**config.mk**
```make
export PLATFORM = sky130hd
export DESIGN_NAME = msq_master_sync
export DESIGN_NICKNAME = d
export VERILOG_FILES = /design/src/rtl/msq_pkg.sv /design/src/rtl/msq_timebase.sv /design/src/rtl/msq_pacer.sv /design/src/rtl/msq_ingress.sv /design/src/rtl/msq_exchange.sv /design/src/rtl/msq_master_sync.sv
export SDC_FILE = /design/constraint.sdc
export NUM_CORES = 1
export LEC_CHECK = 0
export ABC_AREA = 1
export BUFFER_PORTS_ARGS = -buffer_cell sky130_fd_sc_hd__buf_2
export CAP_MARGIN = 0
export CORE_MARGIN = 3
export CORE_UTILIZATION = 58
export CTS_CLUSTER_DIAMETER = 200
export DETAILED_ROUTE_END_ITERATION = 12
export PLACE_DENSITY = 0.86
export SYNTH_ARGS = -nofsm -noshare
export SYNTH_HDL_FRONTEND = slang
export SYNTH_SLANG_ARGS = --single-unit
```
**constraint.sdc**
```tcl
create_clock -name clk -period 2.7 [get_ports clk]
set_input_delay 0.405 -clock clk [delete_from_list [all_inputs] [get_ports clk]]
set_output_delay 0.405 -clock clk [all_outputs]
set_load 0.02 [all_outputs]
```
**src/rtl/msq_pkg.sv**
```systemverilog
package msq_pkg;

    localparam logic [7:0] KIND_REQUEST = 8'hA1;
    localparam logic [7:0] KIND_REPLY   = 8'h51;
    localparam logic [7:0] KIND_REPORT  = 8'hA2;

    typedef enum logic [2:0] {
        XS_IDLE,
        XS_LAUNCH_REQ,
        XS_SEND_REQ,
        XS_AWAIT_REPLY,
        XS_LAUNCH_RPT,
        XS_SEND_RPT
    } xstate_e;

endpackage

```
**src/rtl/msq_timebase.sv**
```systemverilog
module msq_timebase #(
    parameter int TW = 32
) (
    input  logic          clk,
    input  logic          rst_n,
    output logic [TW-1:0] time_now
);

    typedef struct packed {
        logic [TW-1:0] cnt;
    } tb_t;

    tb_t tb_d, tb_q;

    always_comb begin
        tb_d     = tb_q;
        tb_d.cnt = tb_q.cnt + TW'(1);
    end

    always_ff @(posedge clk) begin
        if (!rst_n) tb_q <= '0;
        else        tb_q <= tb_d;
    end

    assign time_now = tb_q.cnt;

endmodule

```
**src/rtl/msq_pacer.sv**
```systemverilog
module msq_pacer #(
    parameter int PW         = 24,
    parameter int DEF_PERIOD = 1000,
    parameter int MIN_PERIOD = 16
) (
    input  logic          clk,
    input  logic          rst_n,
    input  logic [PW-1:0] period_cfg,
    output logic          tick
);

    localparam logic [PW-1:0] MIN_P = PW'(MIN_PERIOD);
    localparam logic [PW-1:0] DEF_P = (DEF_PERIOD < MIN_PERIOD) ? PW'(MIN_PERIOD)
                                                                : PW'(DEF_PERIOD);

    typedef struct packed {
        logic [PW-1:0] ctr;
        logic [PW-1:0] len;
    } pace_t;

    pace_t pc_d, pc_q;
    logic  last_cycle;

    always_comb begin
        pc_d       = pc_q;
        last_cycle = (pc_q.ctr == pc_q.len - PW'(1));
        if (last_cycle) begin
            pc_d.ctr = '0;
            pc_d.len = (period_cfg < MIN_P) ? MIN_P : period_cfg;
        end else begin
            pc_d.ctr = pc_q.ctr + PW'(1);
        end
    end

    always_ff @(posedge clk) begin
        if (!rst_n) begin
            pc_q.ctr <= '0;
            pc_q.len <= DEF_P;
        end else begin
            pc_q <= pc_d;
        end
    end

    assign tick = last_cycle;

endmodule

```
**src/rtl/msq_ingress.sv**
```systemverilog
module msq_ingress
    import msq_pkg::*;
#(
    parameter int TW = 32
) (
    input  logic          clk,
    input  logic          rst_n,
    input  logic [TW-1:0] time_now,
    input  logic          rx_sof,
    input  logic          rx_valid,
    input  logic [7:0]    rx_kind,
    output logic          reply_hit,
    output logic [TW-1:0] reply_time
);

    typedef struct packed {
        logic [TW-1:0] cap;
    } ing_t;

    ing_t ig_d, ig_q;

    always_comb begin
        ig_d = ig_q;
        if (rx_sof) ig_d.cap = time_now;
    end

    always_ff @(posedge clk) begin
        if (!rst_n) ig_q <= '0;
        else        ig_q <= ig_d;
    end

    assign reply_hit  = rx_valid && (rx_kind == KIND_REPLY);
    assign reply_time = ig_q.cap;

endmodule

```
**src/rtl/msq_exchange.sv**
```systemverilog
module msq_exchange
    import msq_pkg::*;
#(
    parameter int TW = 32
) (
    input  logic          clk,
    input  logic          rst_n,
    input  logic          tick,
    input  logic [TW-1:0] time_now,
    input  logic          tx_sof,
    input  logic          tx_done,
    input  logic          reply_hit,
    input  logic [TW-1:0] reply_time,
    output logic          tx_req,
    output logic [7:0]    tx_kind,
    output logic [TW-1:0] tx_stamp
);

    typedef struct packed {
        xstate_e       st;
        logic          relaunch;
        logic [TW-1:0] stamp;
    } xreg_t;

    xreg_t xr_d, xr_q;

    always_comb begin
        xr_d = xr_q;
        unique case (xr_q.st)
            XS_IDLE: begin
                if (tick) xr_d.st = XS_LAUNCH_REQ;
            end
            XS_LAUNCH_REQ: begin
                if (tx_sof) begin
                    xr_d.st    = XS_SEND_REQ;
                    xr_d.stamp = time_now;
                end
            end
            XS_SEND_REQ: begin
                if (tx_done) begin
                    xr_d.st       = (xr_q.relaunch || tick) ? XS_LAUNCH_REQ : XS_AWAIT_REPLY;
                    xr_d.relaunch = 1'b0;
                end else if (tick) begin
                    xr_d.relaunch = 1'b1;
                end
            end
            XS_AWAIT_REPLY: begin
                if (tick) begin
                    xr_d.st = XS_LAUNCH_REQ;
                end else if (reply_hit) begin
                    xr_d.st    = XS_LAUNCH_RPT;
                    xr_d.stamp = reply_time;
                end
            end
            XS_LAUNCH_RPT: begin
                if (tx_sof)    xr_d.st = XS_SEND_RPT;
                else if (tick) xr_d.st = XS_LAUNCH_REQ;
            end
            XS_SEND_RPT: begin
                if (tx_done) begin
                    xr_d.st       = (xr_q.relaunch || tick) ? XS_LAUNCH_REQ : XS_IDLE;
                    xr_d.relaunch = 1'b0;
                end else if (tick) begin
                    xr_d.relaunch = 1'b1;
                end
            end
            default: xr_d.st = XS_IDLE;
        endcase
    end

    always_ff @(posedge clk) begin
        if (!rst_n) begin
            xr_q.st       <= XS_IDLE;
            xr_q.relaunch <= 1'b0;
            xr_q.stamp    <= '0;
        end else begin
            xr_q <= xr_d;
        end
    end

    assign tx_req   = (xr_q.st == XS_LAUNCH_REQ) || (xr_q.st == XS_LAUNCH_RPT);
    assign tx_kind  = ((xr_q.st == XS_LAUNCH_RPT) || (xr_q.st == XS_SEND_RPT)) ? KIND_REPORT
                                                                             : KIND_REQUEST;
    assign tx_stamp = xr_q.stamp;

endmodule

```
**src/rtl/msq_master_sync.sv**
```systemverilog
module msq_master_sync #(
    parameter int TW         = 32,
    parameter int PW         = 24,
    parameter int DEF_PERIOD = 1000,
    parameter int MIN_PERIOD = 16
) (
    input  logic          clk,
    input  logic          rst_n,
    input  logic [PW-1:0] period_cfg,
    output logic          tx_req,
    output logic [7:0]    tx_kind,
    output logic [TW-1:0] tx_stamp,
    input  logic          tx_sof,
    input  logic          tx_done,
    input  logic          rx_sof,
    input  logic          rx_valid,
    input  logic [7:0]    rx_kind,
    output logic [TW-1:0] time_now
);

    logic          tick;
    logic          reply_hit;
    logic [TW-1:0] reply_time;

    msq_timebase #(.TW(TW)) u_time (
        .clk      (clk),
        .rst_n    (rst_n),
        .time_now (time_now)
    );

    msq_pacer #(
        .PW         (PW),
        .DEF_PERIOD (DEF_PERIOD),
        .MIN_PERIOD (MIN_PERIOD)
    ) u_pace (
        .clk        (clk),
        .rst_n      (rst_n),
        .period_cfg (period_cfg),
        .tick       (tick)
    );

    msq_ingress #(.TW(TW)) u_ingress (
        .clk        (clk),
        .rst_n      (rst_n),
        .time_now   (time_now),
        .rx_sof     (rx_sof),
        .rx_valid   (rx_valid),
        .rx_kind    (rx_kind),
        .reply_hit  (reply_hit),
        .reply_time (reply_time)
    );

    msq_exchange #(.TW(TW)) u_exch (
        .clk        (clk),
        .rst_n      (rst_n),
        .tick       (tick),
        .time_now   (time_now),
        .tx_sof     (tx_sof),
        .tx_done    (tx_done),
        .reply_hit  (reply_hit),
        .reply_time (reply_time),
        .tx_req     (tx_req),
        .tx_kind    (tx_kind),
        .tx_stamp   (tx_stamp)
    );

endmodule

```
After elaboration in Yosys (flattened, before gate mapping)
Index checks and enable logic that the tools add are counted.
{"block": "totals", "reg_bits": 148, "out_inout_bits": 73, "wordCells": 55}
{"block": "op_classes", "eq_ne": 13, "n_mux": 18, "bitwise_logic": 1, "n_addsub": 3, "magnitude_cmp": 1, "n_reduce_logical": 12}
{"op": "$mux 32", "count": 3}
{"op": "$pmux 32 s2", "count": 1}
{"op": "$add 32x1->32 const B", "count": 1}
{"op": "$add 24x1->24 const B", "count": 1}
{"op": "$eq 24x24->1", "count": 1}
{"op": "$lt 24x5->1 const B", "count": 1}
{"op": "$mux 24", "count": 1}
{"op": "$sub 24x1->24 const B", "count": 1}
{"op": "$mux 3", "count": 7}
{"op": "$pmux 3 s6", "count": 1}
{"op": "$ne 2x2->1 const B", "count": 5}
{"op": "$eq 8x7->1 const B", "count": 1}
{"op": "$reduce_and 4->1", "count": 2}
{"op": "$eq 3x2->1 const B", "count": 2}
{"op": "$eq 3x3->1 const B", "count": 2}
{"op": "$mux 2", "count": 2}
{"op": "$reduce_bool 2->1", "count": 2}
{"op": "$reduce_or 2->1", "count": 2}
{"op": "$eq 3x1->1 const B", "count": 1}
{"op": "$logic_not 3->1", "count": 1}
{"op": "$logic_or 1x1->1", "count": 3}
{"op": "$mux 1", "count": 3}
{"op": "$ne 3x2->1 const B", "count": 1}
{"op": "$reduce_and 2->1", "count": 1}
{"op": "2 further kinds", "count": 2}

Logic depth before layout (Yosys ltp)
{"block": "logic_depth", "ltp_word": 6, "ltp_mapped": 19, "ltp_nobuf": 19}

By module
A second synthesis with hierarchy kept.
{"block": "hier_totals", "hier_cells": 1284, "area_unflattened_um2": 8491.9}
{"module": "msq_pacer", "n_inst": 1, "seq_area_each_um2": 960.9, "cells_each": 546, "area_each_um2": 3390.8}
{"module": "msq_exchange", "n_inst": 1, "seq_area_each_um2": 720.7, "cells_each": 341, "area_each_um2": 2268.4}
{"module": "msq_timebase", "n_inst": 1, "seq_area_each_um2": 640.6, "cells_each": 249, "area_each_um2": 1674.1}
{"module": "msq_ingress", "n_inst": 1, "seq_area_each_um2": 640.6, "cells_each": 148, "area_each_um2": 1158.6}

Worst setup path after synthesis
OpenSTA, ideal clock, no wires.
{"block": "synth_path", "path_kind": "register -> register", "from": "register u_time.tb_q, in the netlist u_time.time_now[0]", "to": "register u_time.tb_q, in the netlist u_time.time_now[26]", "t_arrival_ns": 2.170, "t_required_ns": 2.577, "slack_ns": 0.407, "synth_period_minus_slack_ns": 2.293, "stages_incl_launch_ff": 15, "path_cell_list": "dfxtp_1 -> ha_1 -> nand2_1 -> nor2_1 -> nand3_1 -> nor2_1 -> nand2_1 -> nor2_1 -> nand2_1 -> nor2_1 -> nand2_1 -> nor3_1 -> nand2_1 -> o21ai_0 -> a21oi_1"}
{"block": "synth_via", "elab_chain_len": 1}
{"element": "from (decl)", "line_no": "msq_timebase.sv:13", "source": "tb_t tb_d, tb_q;"}
{"element": "from (signal assigned)", "line_no": "msq_timebase.sv:22", "source": "else tb_q <= tb_d;"}
{"element": "$add 32x1->32", "line_no": "msq_timebase.sv:17", "source": "tb_d.cnt = tb_q.cnt + TW'(1);"}
Every way passes these cells.
A chain may end at the register's enable or synchronous reset.

Final worst setup path
{"block": "layout_path", "from": "register u_pace.pc_q[0] in the netlist's numbering", "to": "register u_pace.pc_q[41] in the netlist's numbering"}
{"block": "layout_via", "elab_chain_len": 3}
{"element": "from (decl)", "line_no": "msq_pacer.sv:21", "source": "pace_t pc_d, pc_q;"}
{"element": "from (signal assigned)", "line_no": "msq_pacer.sv:40", "source": "pc_q <= pc_d;"}
{"element": "$sub 24x1->24", "line_no": "msq_pacer.sv:26", "source": "last_cycle = (pc_q.ctr == pc_q.len - PW'(1));"}
{"element": "$eq 24x24->1", "line_no": "msq_pacer.sv:26"}
{"element": "$reduce_or 2->1 (no line)"}
Every way passes these cells.

==> results.sh <==
export IMPL_fp_dieH_um=120
export IMPL_nets=1221
export IMPL_row_count=41
export IMPL_die_w_um=120
export IMPL_max_freq_mhz=396
export IMPL_synth_edff_count=0
export IMPL_area_delta_synth_final_pct=15.0
export IMPL_dieArea_mm2=0.0145
export IMPL_path_buf_inv=4
export IMPL_hold_path_class="input pin to flip-flop"
export IMPL_hold_start="period_cfg[8]"
export IMPL_ant_nets=0
export IMPL_cts_max_path_buffers=2
export IMPL_routed_via_density=5.50
export IMPL_routedWlPerCell_um=14.2
export IMPL_worst_pin_slew_ns=1.04
export IMPL_seq_area_frac_synth_pct=39.1
export IMPL_maxCapViolCount=0
export IMPL_core_area_mm2=0.0127
export IMPL_hold_viol=0
export IMPL_dr_total_vias=7507
export IMPL_timing_final_crit_share_pct=93.4
export IMPL_rr_endpoint="u_pace.pc_q[41]"
export IMPL_synth_area_mm2=0.00757
export IMPL_skew_ns=0.0268
export IMPL_cpMaxStageDelayCell="dfxtp_1"
export IMPL_syn_inst=1111
export IMPL_setup_worst_path_start_class="flip-flop"
export IMPL_whs_path_depth=3
export IMPL_reg2reg_from="u_pace.pc_q[0]"
export IMPL_portBuffers=104
export IMPL_clk_pin_slew_ns=0.06
export IMPL_ys_ff_latch=148
export IMPL_clk_latency_ns=0.44
export IMPL_grt_usage_pct=26.7
export IMPL_ys_async_sr_fraction_pct=0
export IMPL_drive_gt1_share_pct=16.2
export IMPL_htreeDepth=4
export IMPL_required_ns=3.05
export IMPL_cts_sinks=148
export IMPL_rr_worst_depth=16
export IMPL_hold_end="u_pace.pc_q[8]"
export IMPL_final_setup_viol_count=0
export IMPL_gp_congestion=0.894
export IMPL_first_iter_violations=537
export IMPL_path_max_fanout=16
export IMPL_grt_pass1_wl_mm=31.5
export IMPL_utilization_pct=68.7
export IMPL_ys_dominant_reg_cell="dfxtp_1"
export IMPL_syn_area_per_cell_um2=6.81
export IMPL_peakVddDrop_mv=0.462
export IMPL_slew_headroom_pct=30.8
export IMPL_grt_max_degree=74
export IMPL_initial_core_util_pct=59.7
export IMPL_hpwlAfterDp_mm=13.0
export IMPL_cp_top_family="simple AND/OR/NAND/NOR gates"
export IMPL_drv_slew=0
export IMPL_clockRootBuffer="clkbuf_16"
export IMPL_total_power_w=0.00492
export IMPL_drt_pre_antenna_iters=7
export IMPL_grt_overflow_total=0
export IMPL_cts_buffers=17
export IMPL_antenna_found_initial=0
export IMPL_status="finished, final reports clean"
export IMPL_slowest_delay_ns=0.32
export IMPL_power_density_mw_per_mm2=565
export IMPL_holdWs_ns=0.206
export IMPL_yosys_warnings=0
export IMPL_crit_type="flip-flop to flip-flop"
export IMPL_ioPinCount=111
export IMPL_crit_arrival_ns=2.87
export IMPL_reg2reg_slack_ns=0.18
export IMPL_cts_tree="done"
export IMPL_drc=0
export IMPL_ys_types=42
export IMPL_num_antenna_cells=0
export IMPL_finalCriticalPeriod_ns=2.52
export IMPL_grt_pass1_vias=6877
export IMPL_endpoint_kind="flip-flop"
export IMPL_leakage_nw=3.98
export IMPL_crit_chain="inv_2, ha_1, nand3_2, buf_4, o21ai_0, nand2_1, nand3_1, nor2_1, nand2_1, nor2_2, nand2_4, buf_4, nand2_4, inv_2, o21ai_0, a21oi_1"
export IMPL_wl_mm=19.3
sequential cells by signal, summed over array words and instances (netlist names):
register,cells
u_pace.pc_q,48
u_exch.tx_stamp,32
u_ingress.reply_time,32
u_time.time_now,32
u_exch.xr_q,4
metal layers:
layer,wire length [um],GRT usage [%],vias to the layer above
li1,-,-,3716
met1,8050,31.6,3498
met2,9640,46.0,236
met3,993,5.52,57
met4,637,13.0,0
met5,0,0,-
logic make-up (layout without fill, tap and decap cells):
group           count (synthesis)  count (layout)  synth area share (%)
simple gates                  521             521                  30.5
buf+inv                       198             276                  12.5
fa+ha+maj                       3               3                 0.496
compound gates                216             216                  14.7
flops                         148             148                  39.1
other cells                     2               6                0.0992
xor+xnor                       23              23                  2.66
power by group:
| group | total (W) | leakage (nW) | switching (W) | internal [W] |
|---|---|---|---|---|
| Sequential | 0.00223 | 1.20 | 0.0000194 | 0.00221 |
| Clock | 0.00252 | 0.313 | 0.00101 | 0.00151 |
| Combinational | 0.000165 | 2.47 | 0.000111 | 0.0000538 |
| Total | 0.00492 | 3.98 | 0.00114 | 0.00378 |
cells in the mapped netlist (all sizes together), types with 2 or more instances:
cell	number	area [um^2]
nand3	59	300
o21ai	133	666
nor2	155	629
and3	2	12.5
or2	2	12.5
xor2	14	123
buf	51	389
dfxtp	148	2960
nand2	234	893
a31oi	4	25.0
ha	3	37.5
a21oi	70	350
nor4	15	106
inv	120	453
xnor2	9	78.8
nor3	23	146
conb	2	7.51
o211ai	2	15.0
nand3b	6	45.0
nor3b	3	22.5
o21a	4	30.0
nand4	22	138
clkbuf	26	97.6
worst max-delay path by stage:
| stage | start | end | cells after the start |
|---|---|---|---|
| after global routing | u_time.time_now[0] | u_time.time_now[28] | 14 |
| after CTS | u_pace.pc_q[0] | u_pace.pc_q[41] | 16 |
| final | u_pace.pc_q[0] | u_pace.pc_q[41] | 16 |
| after floorplan | u_time.time_now[0] | u_time.time_now[26] | 14 |
| after global placement | u_pace.pc_q[0] | u_exch.tx_stamp[14] | 17 |
| after detailed placement | u_pace.pc_q[0] | u_exch.tx_stamp[8] | 17 |
layout make-up:
cell class              count  area, um^2
clock buffers              18         439
clock inverters            14         189
fillers                  1042        3970
inverters                 121         459
multi-input cells         769        3730
flip-flops and latches    148        2960
well taps                 172         215
repair buffers            123         701
tightest hold or removal path, stage by stage:
cell and delay, ns:
buf_2 0.09, nand2_1 0.05, nand3_1 0.05
layout by cell type, fill, tap and decap left out, types with 4 or more instances in the layout:
| master | instances |
|---|---|
| nand2_1 | 230 |
| dfxtp_1 | 148 |
| nor2_1 | 139 |
| o21ai_0 | 119 |
| inv_1 | 114 |
| buf_2 | 104 |
| a21oi_1 | 70 |
| nand3_1 | 56 |
| nand4_1 | 22 |
| nor3_1 | 17 |
| clkbuf_16 | 17 |
| buf_4 | 16 |
| xor2_1 | 14 |
| o21ai_1 | 14 |
| nor4_1 | 13 |
| nor2_2 | 10 |
| xnor2_1 | 9 |
| nor2_4 | 6 |
| nand3b_1 | 6 |
| conb_1 | 6 |
| inv_2 | 5 |
| inv_6 | 5 |
| nor3_2 | 4 |
| o21a_1 | 4 |
| a31oi_1 | 4 |
| inv_8 | 4 |
through the flow:
step                setup slack [ns]  TNS [ns]  instance area (um^2)  instances
floorplan                      0.407         0                  7580       1115
global placement             -0.0651     -1.95                  7940       1326
detailed placement            -0.142     -3.74                  7940       1326
CTS                           0.0340         0                  8600       1361
global route                 -0.0669    -0.137                  8700       1365
finish                         0.177         0                  8700       1365
what timing repair did:
action,4_1_cts,5_1_grt
buffers inserted,3,4
hold buffers,0,0
endpoints found under the setup margin,32,69
resized for setup,0,15
pin swaps,1,2
Note: power is estimated with default switching activity, not from simulation.
